[src/rtl/wrs_pkg.sv]
package wrs_pkg;
  localparam int BYTE_W = 8;
  localparam int POLL_POS = BYTE_W - 1;
  localparam int TOG_POS = BYTE_W - 2;

  typedef enum logic [1:0] {
    SRC_OFF    = 2'd0,
    SRC_ARRAY  = 2'd1,
    SRC_STATUS = 2'd2
  } rd_src_e;

  typedef struct packed {
    logic poll;
    logic tog;
  } stat_bits_t;
endpackage

[src/rtl/wrs_select_track.sv]
module wrs_select_track (
  input  logic clk,
  input  logic rst,
  input  logic cs_n,
  input  logic rd_n,
  output logic rd_now,
  output logic rd_start
);
  logic rd_q;

  assign rd_now   = ~cs_n & ~rd_n;
  assign rd_start = rd_now & ~rd_q;

  always_ff @(posedge clk) begin
    if (rst) rd_q <= 1'b0;
    else     rd_q <= rd_now;
  end

  // a start pulse never lasts two cycles
  p_single_start_r6: assert property (@(posedge clk) disable iff (rst)
    rd_start |=> !rd_start);
endmodule

[src/rtl/wrs_toggle.sv]
module wrs_toggle (
  input  logic clk,
  input  logic rst,
  input  logic busy,
  input  logic rd_start,
  output logic tog_next
);
  logic tog_q;

  assign tog_next = (busy && rd_start) ? ~tog_q : tog_q;

  always_ff @(posedge clk) begin
    if (rst) tog_q <= 1'b0;
    else     tog_q <= tog_next;
  end

  // the toggle flips on each busy access start
  p_tog_flip_r6: assert property (@(posedge clk) disable iff (rst)
    (busy && rd_start) |=> (tog_q != $past(tog_q)));
  // without programming the toggle holds
  p_tog_hold_r9: assert property (@(posedge clk) disable iff (rst)
    !busy |=> $stable(tog_q));
endmodule

[src/rtl/wrs_out_stage.sv]
module wrs_out_stage
  import wrs_pkg::*;
(
  input  logic              clk,
  input  logic              rst,
  input  rd_src_e           src,
  input  logic [BYTE_W-1:0] array_rdata,
  input  stat_bits_t        stat,
  output logic [BYTE_W-1:0] dout,
  output logic              oe
);
  logic [BYTE_W-1:0] stat_byte;

  always_comb begin
    stat_byte = '0;
    stat_byte[POLL_POS] = stat.poll;
    stat_byte[TOG_POS]  = stat.tog;
  end

  always_ff @(posedge clk) begin
    if (rst) begin
      dout <= '0;
      oe   <= 1'b0;
    end else begin
      case (src)
        SRC_ARRAY:  begin dout <= array_rdata; oe <= 1'b1; end
        SRC_STATUS: begin dout <= stat_byte;   oe <= 1'b1; end
        default:    begin dout <= '0;          oe <= 1'b0; end
      endcase
    end
  end

  // status bytes carry zeros in the low bits
  p_low_zero_r7: assert property (@(posedge clk) disable iff (rst)
    (src == SRC_STATUS) |=> (dout[TOG_POS-1:0] == '0));
  // a closed bus carries zero
  p_idle_zero_r2: assert property (@(posedge clk) disable iff (rst)
    !oe |-> (dout == '0));
endmodule

[src/rtl/wr_status_readback.sv]
module wr_status_readback
  import wrs_pkg::*;
#(
  parameter int AW = 17
) (
  input  logic          clk,
  input  logic          rst,
  input  logic          cs_n,
  input  logic          rd_n,
  input  logic [AW-1:0] rd_addr,
  input  logic [7:0]    array_rdata,
  input  logic          prog_busy,
  input  logic [AW-1:0] last_addr,
  input  logic [7:0]    last_data,
  input  logic          poll_block,
  output logic [7:0]    bus_dout,
  output logic          bus_oe
);
  logic       rd_now;
  logic       rd_start;
  logic       tog_next;
  logic       addr_hit;
  rd_src_e    src;
  stat_bits_t stat;

  wrs_select_track u_sel (
    .clk(clk), .rst(rst), .cs_n(cs_n), .rd_n(rd_n),
    .rd_now(rd_now), .rd_start(rd_start)
  );

  wrs_toggle u_tog (
    .clk(clk), .rst(rst), .busy(prog_busy), .rd_start(rd_start),
    .tog_next(tog_next)
  );

  assign addr_hit = (rd_addr == last_addr);

  always_comb begin
    if (poll_block)    stat.poll = last_data[POLL_POS];
    else if (addr_hit) stat.poll = ~last_data[POLL_POS];
    else               stat.poll = 1'b0;
    stat.tog = tog_next;
  end

  always_comb begin
    if (!rd_now)        src = SRC_OFF;
    else if (prog_busy) src = SRC_STATUS;
    else                src = SRC_ARRAY;
  end

  wrs_out_stage u_out (
    .clk(clk), .rst(rst), .src(src), .array_rdata(array_rdata),
    .stat(stat), .dout(bus_dout), .oe(bus_oe)
  );

  // a raised select closes the bus on the next edge
  p_bus_off_r2: assert property (@(posedge clk) disable iff (rst)
    (cs_n || rd_n) |=> !bus_oe);
  // idle reads pass array data through
  p_array_pass_r3: assert property (@(posedge clk) disable iff (rst)
    (!cs_n && !rd_n && !prog_busy) |=> (bus_dout == $past(array_rdata)));
  // polling inversion on the programmed address
  p_poll_inv_r4: assert property (@(posedge clk) disable iff (rst)
    (!cs_n && !rd_n && prog_busy && !poll_block && rd_addr == last_addr)
      |=> (bus_dout[7] == ~$past(last_data[7])));
  // blocked polling reports the true bit
  p_poll_block_r8: assert property (@(posedge clk) disable iff (rst)
    (!cs_n && !rd_n && prog_busy && poll_block)
      |=> (bus_dout[7] == $past(last_data[7])));
endmodule

[config.mk]
export PLATFORM = sky130hd
export DESIGN_NAME = wr_status_readback
export DESIGN_NICKNAME = d
export VERILOG_FILES = /design/src/rtl/wrs_pkg.sv /design/src/rtl/wrs_select_track.sv /design/src/rtl/wrs_toggle.sv /design/src/rtl/wrs_out_stage.sv /design/src/rtl/wr_status_readback.sv
export SDC_FILE = /design/constraint.sdc
export NUM_CORES = 1
export LEC_CHECK = 0
export BUFFER_PORTS_ARGS = -buffer_cell sky130_fd_sc_hd__buf_2
export CORE_ASPECT_RATIO = 1.1
export CORE_MARGIN = 1
export CORE_UTILIZATION = 34
export DETAILED_ROUTE_END_ITERATION = 10
export PLACE_DENSITY = 0.82
export SYNTH_ARGS = -nofsm -noshare
export SYNTH_HDL_FRONTEND = slang
export SYNTH_SLANG_ARGS = --single-unit
[constraint.sdc]
create_clock -name clk -period 3.21 [get_ports clk]
set_clock_uncertainty 0.05 [all_clocks]
set_input_delay 0.1605 -clock clk [delete_from_list [all_inputs] [get_ports clk]]
set_output_delay 0.1605 -clock clk [all_outputs]
set_load 0.05 [all_outputs]
; Word level (Yosys, flattened, before mapping)
; Cells that the tools add are included.
[totals]
in_bits = 56
regBits = 11
out_inout_bits = 9
[classes]
n_bitwise = 7
reduce_logical = 2
eq_ne = 3
muxes = 7
[op_table]
columns = op, n
row1 = 17-bit == test, 1
row2 = 8-bit case mux with 2 select lines, 1
row3 = 1-bit NOT, 5
row4 = 1-bit 2-to-1 mux, 4
row5 = 2-bit 2-to-1 mux, 2
row6 = 1-bit bitwise AND, 2
row7 = "2-bit by 1-bit == test with 1-bit output, second input constant", 1
row8 = "2-bit == test, second input constant", 1
row9 = 2-bit OR reduction, 1
row10 = 1-bit logical AND, 1

; Longest topological paths before layout
[logic_depth]
word_depth = 6
mapped_depth = 4
mapped_depth_nobuf = 4

; Hierarchy
; From an unflattened synthesis, not the netlist that was laid out.
[unflattened]
hier_cells = 61
area_unflattened_um2 = 589.3
[by_module_without_submodules]
columns = mod, area_per_inst_um2, cells_each, n_inst, seq_area_each_um2
row1 = wrs_out_stage, 291.5, 25, 1, 180.2
row2 = wr_status_readback, 206.4, 26, 1, 0.0
row3 = wrs_toggle, 57.6, 6, 1, 20.0
row4 = wrs_select_track, 33.8, 4, 1, 20.0

; Worst setup path before layout
; Ideal clock, no wire load.
[synth_path]
path_type = register to register
start = register u_sel.rd_q
end = register u_out.dout[6]
path_slack_ns = 2.084
setup_ns = 0.115
path_stages_with_launch = 5
arrival_time_ns = 0.962
path_buffers = 0
cell_sequence = dfxtp_1 -> nor4b_4 -> xnor2_1 -> nor3b_1 -> o21a_1
[synth_between]
elab_chain_len = 5
[synth_rtl]
columns = element, line_no
row1 = start: declaration, wrs_select_track.sv:9  ; logic rd_q;
row2 = start signal: assignment, wrs_select_track.sv:16  ; else rd_q <= rd_now;
row3 = 1-bit NOT, wrs_select_track.sv:12  ; assign rd_start = rd_now & ~rd_q;
row4 = 1-bit bitwise AND, wrs_select_track.sv:12
row5 = 1-bit logical AND, wrs_toggle.sv:10  ; assign tog_next = (busy && rd_start) ? ~tog_q : tog_q;
row6 = 1-bit 2-to-1 mux, wrs_toggle.sv:10
row7 = 8-bit case mux with 2 select lines, wrs_out_stage.sv:25  ; case (src)
row8 = end signal: assignment, wrs_out_stage.sv:26  ; SRC_ARRAY: begin dout <= array_rdata; oe <= 1'b1; end
row9 = end signal: assignment, wrs_out_stage.sv:27  ; SRC_STATUS: begin dout <= stat_byte; oe <= 1'b1; end
row10 = end signal: assignment, wrs_out_stage.sv:28  ; default: begin dout <= '0; oe <= 1'b0; end
row11 = end: declaration, wrs_out_stage.sv:9  ; output logic [BYTE_W-1:0] dout,
; Every way passes these cells.
; A chain may end at the register's enable or synchronous reset.

; Worst setup path after layout
; Ends and elaborated chain as after synthesis.

==> results.sh <==
export IMPL_netlist_area_leader_share=0.401
export IMPL_core_area_mm2=0.00144
export IMPL_final_nets=173
export IMPL_worstHoldPathCells=2
export IMPL_worstHoldStart="array_rdata[5]"
export IMPL_post_synth_cell_area_avg_um2=9.99
export IMPL_fraction_of_the_mapped_netlist_area_in_compound_gates=0.0364
export IMPL_cts_tree="built"
export IMPL_post_cts_resize_count=0
export IMPL_placement_cell_area_um2=855
export IMPL_globalplace_congestion=0.657
export IMPL_max_clock_path_buffers=2
export IMPL_finish_utilization=0.613
export IMPL_floorplan_initialDensity=0.382
export IMPL_vias=627
export IMPL_floorplan_die_width_um=40.3
export IMPL_cp_startpoint="u_sel.rd_q$_SDFF_PP0_"
export IMPL_die_height_um=44.2
export IMPL_synth_xor_area_frac=0.287
export IMPL_crit_arrival_ps=1280
export IMPL_worst_path_fanout_max=2
export IMPL_number_of_cell_instances_on_the_worst_register_to_register_path=4
export IMPL_cap_viol_max_count=0
export IMPL_grt_start_max_net_pins=8
export IMPL_stdcell_count=132
export IMPL_holdPathEnd="u_out.dout[5]$_SDFF_PP0_"
export IMPL_synth_area_top_cells="sky130_fd_sc_hd__dfxtp_1, sky130_fd_sc_hd__xor2_1, sky130_fd_sc_hd__and2_1, sky130_fd_sc_hd__nor4_1, sky130_fd_sc_hd__nor4b_4"
export IMPL_finalHoldViolCount=0
export IMPL_timing_final_setup_violations=0
export IMPL_timing_final_max_slew_violations=0
export IMPL_total_power_mw=0.301
export IMPL_iteration_0_drc_markers=0
export IMPL_leakage_nw=0.462
export IMPL_place_port_buffers=57
export IMPL_synth_net_count=111
export IMPL_grt_ovfl_total=0
export IMPL_wl_um=1220
export IMPL_min_period_over_period=0.366
export IMPL_clock_root_buffer="sky130_fd_sc_hd__clkbuf_4"
export IMPL_post_synth_fa_ha_maj_area_fraction=0
export IMPL_worst_setup_path_type="reg -> reg"
export IMPL_cts_buffers_inserted=3
export IMPL_syn_inst=55
export IMPL_grt_antenna_before_repair=0
export IMPL_post_cts_setup_buffers=0
export IMPL_layout_commonest_cell="sky130_fd_sc_hd__buf_2"
export IMPL_regToRegStartpoint="u_sel.rd_q$_SDFF_PP0_"
export IMPL_synth_ff_latch_count=11
export IMPL_reg2reg_to="u_out.dout[6]$_SDFF_PP0_"
export IMPL_worst_setup_path_end_kind="flip-flop"
export IMPL_grt_pass1_wl_um=1840
export IMPL_flow_area_growth_from_synthesis_pct=60.4
export IMPL_nFillCells=132
export IMPL_latest_clock_arrival_within_the_worst_skew_pair_ps=260
export IMPL_yosys_warnings=0
export IMPL_grt_use_total=0.145
export IMPL_clkSlewWorstSetupHoldPaths_ps=60
export IMPL_wl_per_cell_um=9.27
export IMPL_netlist_top_cell_by_area="sky130_fd_sc_hd__dfxtp_1"
export IMPL_stdcell_area_um2=881
export IMPL_dp_hpwl_um=1070
export IMPL_relSlewSlack=0.549
export IMPL_power_density_mw_per_mm2=342
export IMPL_dr_pass1_iters=1
export IMPL_min_delay_path_class="in -> reg"
export IMPL_synth_simple_area_share=0.276
export IMPL_dominant_combinational_cell_family_by_area_after_synthesis="XOR/XNOR gates"
export IMPL_mappedNetlistArea_um2=549
export IMPL_timing_worst_slew_pin_value_ps=670
export IMPL_grt_busiest_layer="met2"
export IMPL_reg2reg_setup_slack_ps=2030
export IMPL_unrepaired_setup_endpoints_after_global_routing="no"
export IMPL_share_of_the_yosys_chip_area_belonging_to_registers=0.401
export IMPL_outcome="finished clean"
export IMPL_antenna_diode_count=0
export IMPL_critical_path_required_ps=3320
export IMPL_grt_pass1_vias=553
export IMPL_post_route_min_period_ps=1180
export IMPL_share_of_layout_cells_above_drive_strength_1=0.526
export IMPL_cts_hold_buf=0
export IMPL_synth_cell_type_count=15
export IMPL_numClockSinks=11
export IMPL_drt_vias_per_instance=4.75
export IMPL_route_antenna_remaining_nets=0
export IMPL_fmaxAchievable_mhz=851
export IMPL_io_pins=65
export IMPL_grt_util_met3=0.0503
export IMPL_die_area_mm2=0.00178
export IMPL_critical_path_startpoint_type="flip-flop"
export IMPL_finalSetupTns_ps=0
export IMPL_row_cnt=14
export IMPL_peakVddDrop_uv=120
export IMPL_gr_usage_met1=0.130
export IMPL_htreeDepth=1
export IMPL_placedCellCount=128
export IMPL_mux_cell_area_share_after_synthesis=0
export IMPL_gr_layer_usage_met2=0.260
export IMPL_detail_route_drc_violations=0
export IMPL_final_cell_mix="sky130_fd_sc_hd__buf_2, sky130_fd_sc_hd__xor2_1, sky130_fd_sc_hd__dfxtp_1, sky130_fd_sc_hd__and2_1, sky130_fd_sc_hd__nor4_1"
-- sequential cells by signal (all words and copies together) (netlist names) --
name / flops
u_out.dout: 8
u_sel.rd_q: 1
u_out.oe: 1
u_tog.tog_q: 1
-- how the worst max path moves through the flow --
stage                                     endpoint  slack (ps)  cells after the start
after CTS                 u_out.dout[6]$_SDFF_PP0_        2030                      4
after global routing      u_out.dout[6]$_SDFF_PP0_        1950                      4
final                     u_out.dout[6]$_SDFF_PP0_        2030                      4
after detailed placement  u_out.dout[2]$_SDFF_PP0_        1950                      3
after global placement    u_out.dout[0]$_SDFF_PP0_        1970                      3
after floorplan           u_out.dout[6]$_SDFF_PP0_        2080                      4
-- cell type report --
| cell class | count | area, um^2 | area share |
|---|---|---|---|
| multi-input cells | 44 | 329 | 0.374 |
| repair buffers | 57 | 285 | 0.324 |
| flip-flops and latches | 11 | 220 | 0.250 |
| clock buffers | 4 | 26.3 | 0.0298 |
| well taps | 16 | 20.0 | 0.0227 |
-- synth_stat cells --
master                     number
sky130_fd_sc_hd__xnor2_1        1
sky130_fd_sc_hd__nand2_1        2
sky130_fd_sc_hd__nor3b_1        2
sky130_fd_sc_hd__nor4b_1        1
sky130_fd_sc_hd__nor4_1         5
sky130_fd_sc_hd__xor2_1        17
sky130_fd_sc_hd__o21a_1         1
sky130_fd_sc_hd__and2_1         6
sky130_fd_sc_hd__nand3_1        2
sky130_fd_sc_hd__dfxtp_1       11
sky130_fd_sc_hd__nor4b_4        1
sky130_fd_sc_hd__o21ai_0        1
sky130_fd_sc_hd__nor2_1         2
sky130_fd_sc_hd__o211ai_1       1
sky130_fd_sc_hd__nor3_1         2
-- critical path, cell delays in order (launching register included) --
cell and delay, ps:
sky130_fd_sc_hd__dfxtp_1 320, sky130_fd_sc_hd__nor4b_4 270, sky130_fd_sc_hd__xnor2_1 170, sky130_fd_sc_hd__nor3b_1 80, sky130_fd_sc_hd__o21a_1 180
-- where the power goes --
part / internal, mW / switching (mW) / total, mW / leakage [nW]
registers: 0.140 / 0.00121 / 0.141 / 0.0894
logic: 0.0368 / 0.0345 / 0.0712 / 0.358
clock network: 0.0479 / 0.0406 / 0.0885 / 0.0150
total: 0.225 / 0.0763 / 0.301 / 0.462
-- layer usage --
layer	up-vias	share of wire
met5	-	0
met1	264	0.39
met3	0	0.13
met4	0	0
met2	50	0.48
li1	313	-
-- cells by family (layout without fill, tap and decap cells) --
kind of cell,Yosys count,after routing
AOI/OAI and AO/OA,3,3
xor gates and xnor gates,18,18
buffers and inverters,0,61
DFF,11,11
and+or+nand+nor,23,23
-- through the flow --
stage          setup slack (ps)  hold WS, ps
3_5_place_dp               1950          314
6_report                   2030         48.5
4_1_cts                    2030         42.0
5_1_grt                    1950         43.6
3_3_place_gp               1970          313
2_1_floorplan              2080          182
(Power assumes the default switching activity.)
